$ cat src/rtl/pollSchedPkg.sv
package pollSchedPkg;

  typedef enum logic [2:0] {
    PS_IDLE,
    PS_RXCUR,
    PS_RXNXT,
    PS_TXCHK,
    PS_TXRUN
  } pollStateT;

  // Strobes from the sequencer into the counter datapath
  typedef struct packed {
    logic cntInc;
    logic cntClear;
    logic pendClear;
    logic txStartSet;
  } pollStrobeT;

endpackage

$ cat src/rtl/pollSchedDatapath.sv
module pollSchedDatapath
  import pollSchedPkg::*;
#(
  parameter int CNT_W = 16
) (
  input  logic             clk,
  input  logic             rstN,
  input  logic [CNT_W-1:0] pollInterval,
  input  logic             demandPoll,
  input  pollStrobeT       strobe,
  output logic             intervalUp,
  output logic             pendingPoll,
  output logic             txStart
);

  logic [CNT_W-1:0] cntQ;

  always_ff @(posedge clk) begin
    if (!rstN) begin
      cntQ <= '0;
    end else if (strobe.cntClear) begin
      cntQ <= '0;
    end else if (strobe.cntInc) begin
      cntQ <= cntQ + 1'b1;
    end
  end

  // Comparing with >= keeps a lowered interval from wrapping the count
  assign intervalUp = (cntQ >= pollInterval);

  always_ff @(posedge clk) begin
    if (!rstN) begin
      pendingPoll <= 1'b0;
    end else if (strobe.pendClear) begin
      pendingPoll <= 1'b0;
    end else if (demandPoll) begin
      pendingPoll <= 1'b1;
    end
  end

  always_ff @(posedge clk) begin
    if (!rstN) begin
      txStart <= 1'b0;
    end else begin
      txStart <= strobe.txStartSet;
    end
  end

endmodule

$ cat src/rtl/pollSchedControl.sv
module pollSchedControl
  import pollSchedPkg::*;
(
  input  logic       clk,
  input  logic       rstN,
  input  logic       rxEnable,
  input  logic       txEnable,
  input  logic       rxCurOwned,
  input  logic       rxNextOwned,
  input  logic       rxRingIsOne,
  input  logic       txDone,
  input  logic       demandPoll,
  input  logic       intervalUp,
  input  logic       pendingPoll,
  input  logic       rxChkAck,
  input  logic       rxChkOwned,
  input  logic       txChkAck,
  input  logic       txChkOwned,
  output pollStrobeT strobe,
  output logic       rxChkReq,
  output logic       rxChkSel,
  output logic       txChkReq
);

  pollStateT stQ, stNext, entryState, afterRx;
  logic needNext;

  always_ff @(posedge clk) begin
    if (!rstN) stQ <= PS_IDLE;
    else       stQ <= stNext;
  end

  // First step of a new poll
  always_comb begin
    entryState = PS_IDLE;
    if (rxEnable && !rxCurOwned)
      entryState = PS_RXCUR;
    else if (rxEnable && rxCurOwned && !rxRingIsOne && !rxNextOwned)
      entryState = PS_RXNXT;
    else if (txEnable)
      entryState = PS_TXCHK;
  end

  assign afterRx  = txEnable ? PS_TXCHK : PS_IDLE;
  assign needNext = rxChkOwned && !rxRingIsOne && !rxNextOwned;

  always_comb begin
    stNext = stQ;
    strobe = '0;
    unique case (stQ)
      PS_IDLE: begin
        if (demandPoll || pendingPoll || intervalUp) begin
          stNext           = entryState;
          strobe.cntClear  = 1'b1;
          strobe.pendClear = 1'b1;
        end else begin
          strobe.cntInc = 1'b1;
        end
      end
      PS_RXCUR: if (rxChkAck) stNext = needNext ? PS_RXNXT : afterRx;
      PS_RXNXT: if (rxChkAck) stNext = afterRx;
      PS_TXCHK: begin
        if (txChkAck) begin
          if (txChkOwned) begin
            stNext            = PS_TXRUN;
            strobe.txStartSet = 1'b1;
          end else begin
            stNext = PS_IDLE;
          end
        end
      end
      PS_TXRUN: begin
        if (txDone) begin
          stNext           = entryState;
          strobe.cntClear  = 1'b1;
          strobe.pendClear = 1'b1;
        end
      end
      default: stNext = PS_IDLE;
    endcase
  end

  assign rxChkReq = (stQ == PS_RXCUR) || (stQ == PS_RXNXT);
  assign rxChkSel = (stQ == PS_RXNXT);
  assign txChkReq = (stQ == PS_TXCHK);

endmodule

$ cat src/rtl/descPollSched.sv
module descPollSched
  import pollSchedPkg::*;
#(
  parameter int CNT_W = 16
) (
  input  logic             clk,
  input  logic             rstN,
  input  logic [CNT_W-1:0] pollInterval,
  input  logic             demandPoll,
  input  logic             rxEnable,
  input  logic             txEnable,
  input  logic             rxCurOwned,
  input  logic             rxNextOwned,
  input  logic             rxRingIsOne,
  input  logic             txDone,
  output logic             rxChkReq,
  output logic             rxChkSel,
  input  logic             rxChkAck,
  input  logic             rxChkOwned,
  output logic             txChkReq,
  input  logic             txChkAck,
  input  logic             txChkOwned,
  output logic             txStart
);

  pollStrobeT strobe;
  logic intervalUp;
  logic pendingPoll;

  pollSchedControl uCtrl (
    .clk        (clk),
    .rstN       (rstN),
    .rxEnable   (rxEnable),
    .txEnable   (txEnable),
    .rxCurOwned (rxCurOwned),
    .rxNextOwned(rxNextOwned),
    .rxRingIsOne(rxRingIsOne),
    .txDone     (txDone),
    .demandPoll (demandPoll),
    .intervalUp (intervalUp),
    .pendingPoll(pendingPoll),
    .rxChkAck   (rxChkAck),
    .rxChkOwned (rxChkOwned),
    .txChkAck   (txChkAck),
    .txChkOwned (txChkOwned),
    .strobe     (strobe),
    .rxChkReq   (rxChkReq),
    .rxChkSel   (rxChkSel),
    .txChkReq   (txChkReq)
  );

  pollSchedDatapath #(.CNT_W(CNT_W)) uData (
    .clk         (clk),
    .rstN        (rstN),
    .pollInterval(pollInterval),
    .demandPoll  (demandPoll),
    .strobe      (strobe),
    .intervalUp  (intervalUp),
    .pendingPoll (pendingPoll),
    .txStart     (txStart)
  );

endmodule

$ cat config.mk
export PLATFORM = sky130hd
export DESIGN_NAME = descPollSched
export DESIGN_NICKNAME = d
export VERILOG_FILES = /design/src/rtl/pollSchedPkg.sv /design/src/rtl/pollSchedDatapath.sv /design/src/rtl/pollSchedControl.sv /design/src/rtl/descPollSched.sv
export SDC_FILE = /design/constraint.sdc
export NUM_CORES = 1
export LEC_CHECK = 0
export BUFFER_PORTS_ARGS = -buffer_cell sky130_fd_sc_hd__buf_2
export CAP_MARGIN = 25
export CORE_AREA = 5 5 56 58
export CTS_BUF_LIST = sky130_fd_sc_hd__clkbuf_8
export DETAILED_ROUTE_END_ITERATION = 8
export DIE_AREA = 0 0 61 63
export PLACE_DENSITY_LB_ADDON = 0.08
export REMOVE_ABC_BUFFERS = 1
export SLEW_MARGIN = 40
export SYNTH_ARGS = -nofsm -noshare
export SYNTH_HDL_FRONTEND = slang
export SYNTH_HIERARCHICAL = 1
export SYNTH_SLANG_ARGS = --single-unit
$ cat constraint.sdc
create_clock -name clk -period 6.6 [get_ports clk]
set_input_delay 0.99 -clock clk [delete_from_list [all_inputs] [get_ports clk]]
set_output_delay 0.99 -clock clk [all_outputs]
set_load 0.005 [all_outputs]
==> results by group, run 1 <==
Placement
  – Placement Setup Slack: 2.37 ns
  – Gpl congestion: 0.859
  – Dpl hpwl: 2610 um
  – PortBufs: 32

Synthesis
  – Netlist cell types: 43
  – Dominant synthesized flop cell: dfxtp_1
  – Leading area contributor after synthesis: dfxtp_1
  – Adder-Cell Fraction of Synth Area: 0.143
  – Multiplexer area fraction after synthesis: 0.0134
  – Post-Synth XOR/XNOR Area: 0.0646
  – Top post-synthesis cells by area: dfxtp_1 (28%), ha_1 (14%), inv_1 (5.5%), xor2_1 (5.3%), a21oi_1 (4.7%)
  – Register bit total from synthesis: 21
  – Synth Instances: approximately 180
  – Top post-synthesis cells by count: inv_1 (22), dfxtp_1 (21), ha_1 (17), nor2_1 (17), a21oi_1 (14)
  – Synthesized cell area: ~1500 sq um
  – Most frequent cell after synthesis: inv_1
  – Compound-Gate Fraction of Synth Area: 0.158
  – Ys async rst share: 0
  – Syn_area_per_cell: 8.19 sq um
  – Yosys top cell area share: 0.282
  – Main combinational cell family by area after synthesis: simple AND/OR/NAND/NOR gates
  – Sequential-to-total area share from yosys stat: 0.282
  – Synth warnings: 6
  – Number of synthesized flops with an enable pin: 0
  – Simple-gate portion of the synthesized area: 0.256

CTS
  – Post-CTS sizing: 0
  – Clock latency on the worst-skew pair: between 0.2 and 0.3 ns
  – Clk slew on worst S/H paths: 0.08 ns
  – Root buffer cell: clkbuf_8
  – H-tree depth: 1
  – CTS Buffer Depth: 2
  – Post-CTS Setup Inserts: 0
  – Total clock sinks: 21
  – CTS buffer count: 3
  – CTS tree: yes
  – Cts hold-fix bufs: 0

Global routing
  – Initial antenna violation count: 0
  – Grt ovf: 0
  – GRT Total Usage: 0.188
  – Vias in the first global route: 1329
  – Largest net degree at the start of global routing: 17
  – Global-route wire length before repair: 5680 um

STA
  – Worst hold slack: 0.497 ns
  – Minimum clock period: 3.98 ns
  – Slew Limit Fails: 0
  – Setup ws final: 2.62 ns
  – Setup Viol. Count Final: 0
  – Max_slew headroom: 0.597
  – RSZ-0062 raised after global routing: false
  – Final worst path period share: 0.603
  – Final hold vios: 0
  – FMAX: 251 MHz
  – Setup Total Neg Slack: 0 ns
  – Worst-Margin Slew: between 0.6 and 0.7 ns
  – Max Clock Skew: 0.00363 ns

Routing
  – Iter 0 DRT Violations: 51
  – Pre-Repair DR Iteration Count: 4
  – Vias/cell: 5.53
  – WL/cell: 13.4 um
  – Remaining DRCs: 0
  – Total wire length: around 3200 um
  – ANT nets after route: 0
  – Via count: 1339

Power
  – Net Switching: 0.0841 mW
  – Clk network pwr share: 0.291
  – Power Density: 170 nW/um^2
  – Logic pwr share: 0.217
  – Seq pwr share: 0.492
  – P_leak: 0.788 nW
  – Max VDD drop: 0.197 mV
  – Net Sw Frac: 0.292
  – Int Pwr: 0.204 mW

Worst hold path
  – Hold EP: uData/cntQ[15]$_SDFFE_PP0P_
  – Min-delay src: uData/cntQ[15]$_SDFFE_PP0P_
  – Worst Hold Class: reg -> reg
  – Worst Hold Path Cells: 2

Die
  – Die Ht: 63 um
  – Placeable Area: 2620 sq um
  – DIE AREA: 3840 sq um
  – Initial Util: 0.570
  – Ports: 33
  – Die X: between 60 and 70 um
  – FP Rows: 19

Critical path
  – Flop2flop setup slack: ~3.0 ns
  – Worst Path Arrival: about 4.2 ns
  – Worst Path Required: 6.78 ns
  – RR Endpoint: uData/cntQ[15]$_SDFFE_PP0P_
  – Critical Path Sink Type: flip-flop
  – Worst Reg2Reg Path Length in Cells: 12
  – Largest fanout on the critical path: 6
  – Setup crit start kind: input port
  – FF-to-FF Start: uData/cntQ[0]$_SDFFE_PP0P_
  – Setup Crit Path Kind: in -> reg

Status
  – Status: complete, no violations

Cells and area
  – Antenna diodes: 0
  – Fillers: 252
  – Area delta synth->final: 13.5%
  – Post-layout nets: 258
  – Share of cells above drive strength 1: 0.199

Run
  – Max-cap check violation count: 0
-- worst max-delay path by stage --
stage / start / to / cells past startpoint
floorplan: pollInterval[0] / uData/cntQ[15]$_SDFFE_PP0P_ / 11
global placement: pollInterval[0] / uData/cntQ[15]$_SDFFE_PP0P_ / 12
detailed placement: pollInterval[0] / uData/cntQ[15]$_SDFFE_PP0P_ / 12
CTS: pollInterval[13] / uData/cntQ[15]$_SDFFE_PP0P_ / 13
global route: pollInterval[0] / uData/cntQ[15]$_SDFFE_PP0P_ / 12
finish: pollInterval[0] / uData/cntQ[15]$_SDFFE_PP0P_ / 12
-- power by group through the flow --
stage | Combinational [mW] | Clock [mW] | Sequential, mW
after global routing | 0.0728 | 0.0907 | 0.143
after CTS | 0.0632 | 0.0875 | 0.142
final | 0.0627 | 0.0840 | 0.142
after global placement | 0.0603 | 0 | 0.145
after floorplan | 0.0419 | 0 | 0.142
after detailed placement | 0.0625 | 0 | 0.145
-- per-stage QoR --
stage          instances   util  cell area (sq um)  power, mW
2_1_floorplan        175      -               1450      0.184
3_3_place_gp         238  0.630               1650      0.205
3_5_place_dp         238  0.630               1650      0.207
4_1_cts              242  0.647               1690      0.293
5_1_grt              242  0.647               1690      0.306
6_report             242  0.647               1690      0.289
-- cells by family after synthesis --
group	count (synthesis)
simple gates	67
compound gates	35
buf+inv	29
flops	21
fa+ha+maj	17
xor+xnor	11
mux	2
-- per-layer routing --
layer / routed length (um) / global-route usage
met5: 0 / 0
met4: 18 / 0.0569
met3: 187 / 0.0351
met2: 1610 / 0.317
met1: 1420 / 0.236
-- cell type report --
class / count / area, sq um / area share
Sequential cell: 21 / 420 / 0.248
Tap cell: 31 / 38.8 / 0.0229
Timing Repair Buffer: 32 / 160 / 0.0946
Inverter: 22 / 82.6 / 0.0488
Clock inverter: 1 / 3.75 / 0.00222
Multi-Input combinational cell: 132 / 946 / 0.559
Clock buffer: 3 / 41.3 / 0.0244
-- state kept, by name, indices dropped and copies added, names as in the netlist --
name / count
uCtrl/stQ: 3
uData/cntQ: 16
uData/pendingPoll: 1
uData/txStart: 1
-- worst max-delay path: stages --
cell and delay (ns):
buf_2 0.10, ha_1 0.27, nand2b_1 0.15, a2111oi_0 0.37
or4_1 0.18, o211ai_1 0.08, or4_4 0.45, nor3_1 0.45
and4_1 0.45, nand3_4 0.12, or4_1 0.41, a21oi_1 0.14
-- cell usage in the layout, fill, tap and decap left out, types with 4 or more instances in the layout --
cell	netlist	final
xor2_1	9	9
and4_1	5	5
inv_1	22	23
nand2b_1	4	4
nor2_1	17	17
nand2_1	10	10
a21oi_1	14	14
dfxtp_1	21	21
nand4_1	5	5
buf_2	1	32
ha_1	17	17
nor3_1	4	4
o21ai_0	6	6
Note: power is estimated with default switching activity, not from simulation.
==> run 2: changes to the inputs <==
--- a/config.mk
+++ b/config.mk
@@ -5,12 +5,13 @@
 export SDC_FILE = /design/constraint.sdc
 export NUM_CORES = 1
 export LEC_CHECK = 0
+export ABC_AREA = 1
 export BUFFER_PORTS_ARGS = -buffer_cell sky130_fd_sc_hd__buf_2
 export CAP_MARGIN = 25
-export CORE_AREA = 5 5 56 58
+export CORE_AREA = 5 5 60 62
 export CTS_BUF_LIST = sky130_fd_sc_hd__clkbuf_8
 export DETAILED_ROUTE_END_ITERATION = 8
-export DIE_AREA = 0 0 61 63
+export DIE_AREA = 0 0 65 67
 export PLACE_DENSITY_LB_ADDON = 0.08
 export REMOVE_ABC_BUFFERS = 1
 export SLEW_MARGIN = 40
==> constraint.sdc (replaced) <==
create_clock -name clk -period 3.77 [get_ports clk]
set_input_delay 0.5655 -clock clk [delete_from_list [all_inputs] [get_ports clk]]
set_output_delay 0.5655 -clock clk [all_outputs]
set_load 0.005 [all_outputs]
==> run 2 against run 1 <==
Worst setup slack worse by 1.3 ns. Cell count increased by 33%. Global-route usage shrank 4.0 points. Register-to-register slack got worse by 1.6 ns. Combinational power grew to 4.1 times the previous value. Clock skew fell by 0.0016 ns. Utilization shrank 2.3 points. Largest cell class unchanged.
==> results by group, run 2 <==
Status
  – Status: complete, no violations (unchanged)

Critical path
  – CP dominant cell by count: nand2_1 (was or4_1)
  – Flop2flop setup slack: 1.37 ns (was 3.01 ns)
  – Top cell family by delay on the critical path: simple AND/OR/NAND/NOR gates (unchanged)
  – CP bufs+invs: 5 (was 1)
  – Largest fanout on the critical path: 9 (was 6)
  – Worst Path Required: 3.96 ns (was 6.78 ns)
  – Largest stage delay, worst path: 0.36 ns (was 0.45 ns)
  – RR Endpoint: uData/cntQ[5]$_SDFFE_PP0P_ (was uData/cntQ[15]$_SDFFE_PP0P_)
  – Worst Path Arrival: 2.60 ns (was 4.16 ns)
  – Setup Crit Path Kind: in -> reg (unchanged)
  – Setup crit start kind: input port (unchanged)
  – Worst Reg2Reg Path Length in Cells: 18 (was 12)
  – Worst-path cell chain: buf_2 -> inv_1 -> ha_1 -> nand2_1 -> nor2_1 -> nor2_1 -> nand2_1 -> nand2_1 -> nand2_1 -> nand2_1 -> nand2_1 -> inv_1 -> nand2_1 -> nand3_1 -> nand2_1 -> nor2_1 -> buf_4 -> inv_1 -> nor3b_2 (was buf_2 -> ha_1 -> nand2b_1 -> a2111oi_0 -> or4_1 -> o211ai_1 -> or4_4 -> nor3_1 -> and4_1 -> nand3_4 -> or4_1 -> a21oi_1)
  – FF-to-FF Start: uData/cntQ[0]$_SDFFE_PP0P_ (unchanged)
  – CP max stage cell: nor2_1 (was or4_4)
  – Critical Path Sink Type: flip-flop (unchanged)

STA
  – Minimum clock period: 2.41 ns
  – Final hold vios: 0 (unchanged)
  – Max Clock Skew: 0.00207 ns (was 0.00363 ns)
  – Final worst path period share: 0.638
  – Setup Total Neg Slack: 0 ns (unchanged)
  – Setup Viol. Count Final: 0 (unchanged)
  – Slew Limit Fails: 0 (unchanged)
  – RSZ-0062 raised after global routing: false (unchanged)
  – FMAX: roughly 420 MHz
  – Max_slew headroom: 0.711 (was 0.597)
  – Worst-Margin Slew: 0.432 ns (was 0.604 ns)

CTS
  – CTS Buffer Depth: 2 (unchanged)
  – Clock latency on the worst-skew pair: 0.26 ns (about the same)
  – Cts hold-fix bufs: 0 (unchanged)
  – CTS buffer count: 3 (unchanged)
  – Total clock sinks: 21 (unchanged)
  – Post-CTS Setup Inserts: 0 (unchanged)
  – Root buffer cell: clkbuf_8 (unchanged)
  – H-tree depth: 1 (unchanged)
  – Clk slew on worst S/H paths: 0.08 ns (about the same)
  – CTS tree: yes (unchanged)
  – Post-CTS sizing: 0 (unchanged)

Synthesis
  – Compound-Gate Fraction of Synth Area: 0.0912 (was 0.158)
  – Yosys top cell area share: 0.260 (was 0.282)
  – Post-Synth XOR/XNOR Area: 0.00541 (was 0.0646)
  – Number of synthesized flops with an enable pin: 0 (unchanged)
  – Syn_area_per_cell: 6.40 sq um (was 8.19 sq um)
  – Ys async rst share: 0 (unchanged)
  – Netlist cell types: 23 (was 43)
  – Synth Instances: 253 (was 182)
  – Top post-synthesis cells by count: nand2_1 (67), inv_1 (47), nor2_1 (32) (was inv_1 (22), dfxtp_1 (21), ha_1 (17), nor2_1 (17), a21oi_1 (14))
  – Multiplexer area fraction after synthesis: 0 (was 0.0134)
  – Register bit total from synthesis: 21 (unchanged)
  – Dominant synthesized flop cell: dfxtp_1 (unchanged)
  – Leading area contributor after synthesis: dfxtp_1 (unchanged)
  – Main combinational cell family by area after synthesis: simple AND/OR/NAND/NOR gates (unchanged)
  – Top post-synthesis cells by area: dfxtp_1 (26%), nand2_1 (16%), ha_1 (13%), inv_1 (11%), nor2_1 (7.4%) (was dfxtp_1 (28%), ha_1 (14%), inv_1 (5.5%), xor2_1 (5.3%), a21oi_1 (4.7%))
  – Synthesized cell area: 1620 sq um (was 1490 sq um)
  – Simple-gate portion of the synthesized area: 0.393 (was 0.256)
  – Sequential-to-total area share from yosys stat: 0.260 (was 0.282)
  – Most frequent cell after synthesis: nand2_1 (was inv_1)
  – Synth warnings: 6 (unchanged)
  – Adder-Cell Fraction of Synth Area: 0.131 (was 0.143)

Cells and area
  – Regs by FF count: uData/cntQ x16, uCtrl/stQ x3 (unchanged)
  – Antenna diodes: 0 (unchanged)
  – Biggest register: uData/cntQ (unchanged)
  – Commonest non-fill, non-tap cells in the layout: nand2_1 (67), inv_1 (48), buf_2 (32), nor2_1 (32), dfxtp_1 (21) (was buf_2 (32), inv_1 (23), dfxtp_1 (21))
  – Max reg flops: 16 (unchanged)
  – Area delta synth->final: 14.9% (was 13.5%)
  – Post-layout nets: 335 (was 258)
  – Share of cells above drive strength 1: 0.188 (was 0.199)
  – Most common cell after layout, fill and taps aside: nand2_1 (was buf_2)

Global routing
  – Global-route wire length before repair: 5130 um (was 5680 um)
  – Vias in the first global route: 1265 (was 1329)
  – GRT Total Usage: 0.149 (was 0.188)
  – Initial antenna violation count: 0 (unchanged)
  – Grt ovf: 0 (unchanged)
  – Largest net degree at the start of global routing: 12 (was 17)

Routing
  – Via count: 1499 (was 1339)
  – Iter 0 DRT Violations: 83 (was 51)
  – Remaining DRCs: 0 (unchanged)
  – Total wire length: 2940 um (was 3240 um)
  – ANT nets after route: 0 (unchanged)
  – WL/cell: 9.16 um (was 13.4 um)
  – Pre-Repair DR Iteration Count: 4 (unchanged)
  – Vias/cell: 4.67 (was 5.53)

Worst hold path
  – Min-delay src: uData/cntQ[7]$_SDFFE_PP0P_ (was uData/cntQ[15]$_SDFFE_PP0P_)
  – Worst Hold Path Cells: 2 (unchanged)
  – Hold EP: uData/cntQ[7]$_SDFFE_PP0P_ (was uData/cntQ[15]$_SDFFE_PP0P_)
  – Worst Hold Class: reg -> reg (unchanged)

Placement
  – Gpl congestion: 0.893 (was 0.859)
  – Dpl hpwl: 2470 um (was 2610 um)
  – PortBufs: 32 (unchanged)

Power
  – P_leak: 0.978 nW (was 0.788 nW)
  – Max VDD drop: 0.385 mV (was 0.197 mV)
  – Power Density: 360 nW/um^2 (was 170 nW/um^2)
  – Tot Pwr: 0.669 mW (was 0.289 mW)

Die
  – DIE AREA: 4360 sq um (was 3840 sq um)
  – Ports: 33 (unchanged)
  – Placeable Area: 2980 sq um (was 2620 sq um)
  – Die Ht: 67 um (was 63 um)
  – Initial Util: 0.544 (was 0.570)
  – Die X: 65 um (was 61 um)
  – FP Rows: 20 (was 19)

Run
  – Max-cap check violation count: 0 (unchanged)
## run 2: cell count changes after synthesis, sizes merged, moves of 4 or more
cell	previous run	this run
and4	5	0
nand3	4	17
nand2b	4	0
nor2	17	41
nand2	10	71
xor2	9	0
inv	22	48
## run 2: layer usage
metal	track usage	vias to the layer above	wire length, um
li1	-	854	-
met1	0.179	617	1400
met2	0.259	26	1400
met3	0.0354	2	129
met4	0.0475	0	19
met5	0	-	0
## run 2: tightest hold or removal path: cells and delay by family, from the launching register on
family | cells | cell delay (ns)
AOI/OAI and AO/OA | 1 | 0.05
DFF | 1 | 0.34
buffers and inverters | 1 | 0.06
## run 2: power breakdown
group / total [mW] / switching [mW] / internal, mW
Combinational: 0.258 / 0.153 / 0.105
Sequential: 0.265 / 0.0242 / 0.241
Clock: 0.147 / 0.0740 / 0.0726
Total: 0.669 / 0.251 / 0.418
## run 2: metrics by stage
stage / std cells / hold slack (ns) / area, sq um / worst slack (ns) / util
after floorplan: 251 / 0.455 / 1610 / 1.40 / -
after global routing: 321 / 0.538 / 1860 / 1.13 / 0.625
after CTS: 321 / 0.502 / 1860 / 1.36 / 0.625
after detailed placement: 317 / 0.491 / 1820 / 1.10 / 0.610
final: 321 / 0.493 / 1860 / 1.36 / 0.625
after global placement: 317 / 0.481 / 1820 / 1.15 / 0.610
## run 2: logic make-up (layout without fill, tap and decap cells)
logic type | Yosys count | count (layout)
XOR/XNOR | 1 | 1
flip-flops | 21 | 21
AND/OR/NAND/NOR | 136 | 136
adder cells (fa/ha/maj) | 17 | 17
AO/OA/AOI/OAI | 28 | 28
buffers and inverters | 50 | 85
## run 2: area by class of cell
class / instances / area [sq um]
fill: 308 / 1120
clock inverter: 1 / 3.75
clock buffer: 3 / 41.3
tap: 33 / 41.3
timing repair buffer: 33 / 168
sequential: 21 / 420
multi-input combinational: 182 / 1010
inverter: 48 / 180
## run 2: worst max path at each step
stage | from | end | slack [ns] | cells after the start
6_report | pollInterval[3] | uData/cntQ[5]$_SDFFE_PP0P_ | 1.36 | 19
4_1_cts | uData/cntQ[0]$_SDFFE_PP0P_ | uData/cntQ[5]$_SDFFE_PP0P_ | 1.36 | 18
2_1_floorplan | pollInterval[3] | uData/cntQ[5]$_SDFFE_PP0P_ | 1.40 | 17
3_3_place_gp | pollInterval[3] | uData/cntQ[5]$_SDFFE_PP0P_ | 1.15 | 19
3_5_place_dp | pollInterval[3] | uData/cntQ[5]$_SDFFE_PP0P_ | 1.10 | 19
5_1_grt | uData/cntQ[0]$_SDFFE_PP0P_ | uData/cntQ[0]$_SDFFE_PP0P_ | 1.13 | 18
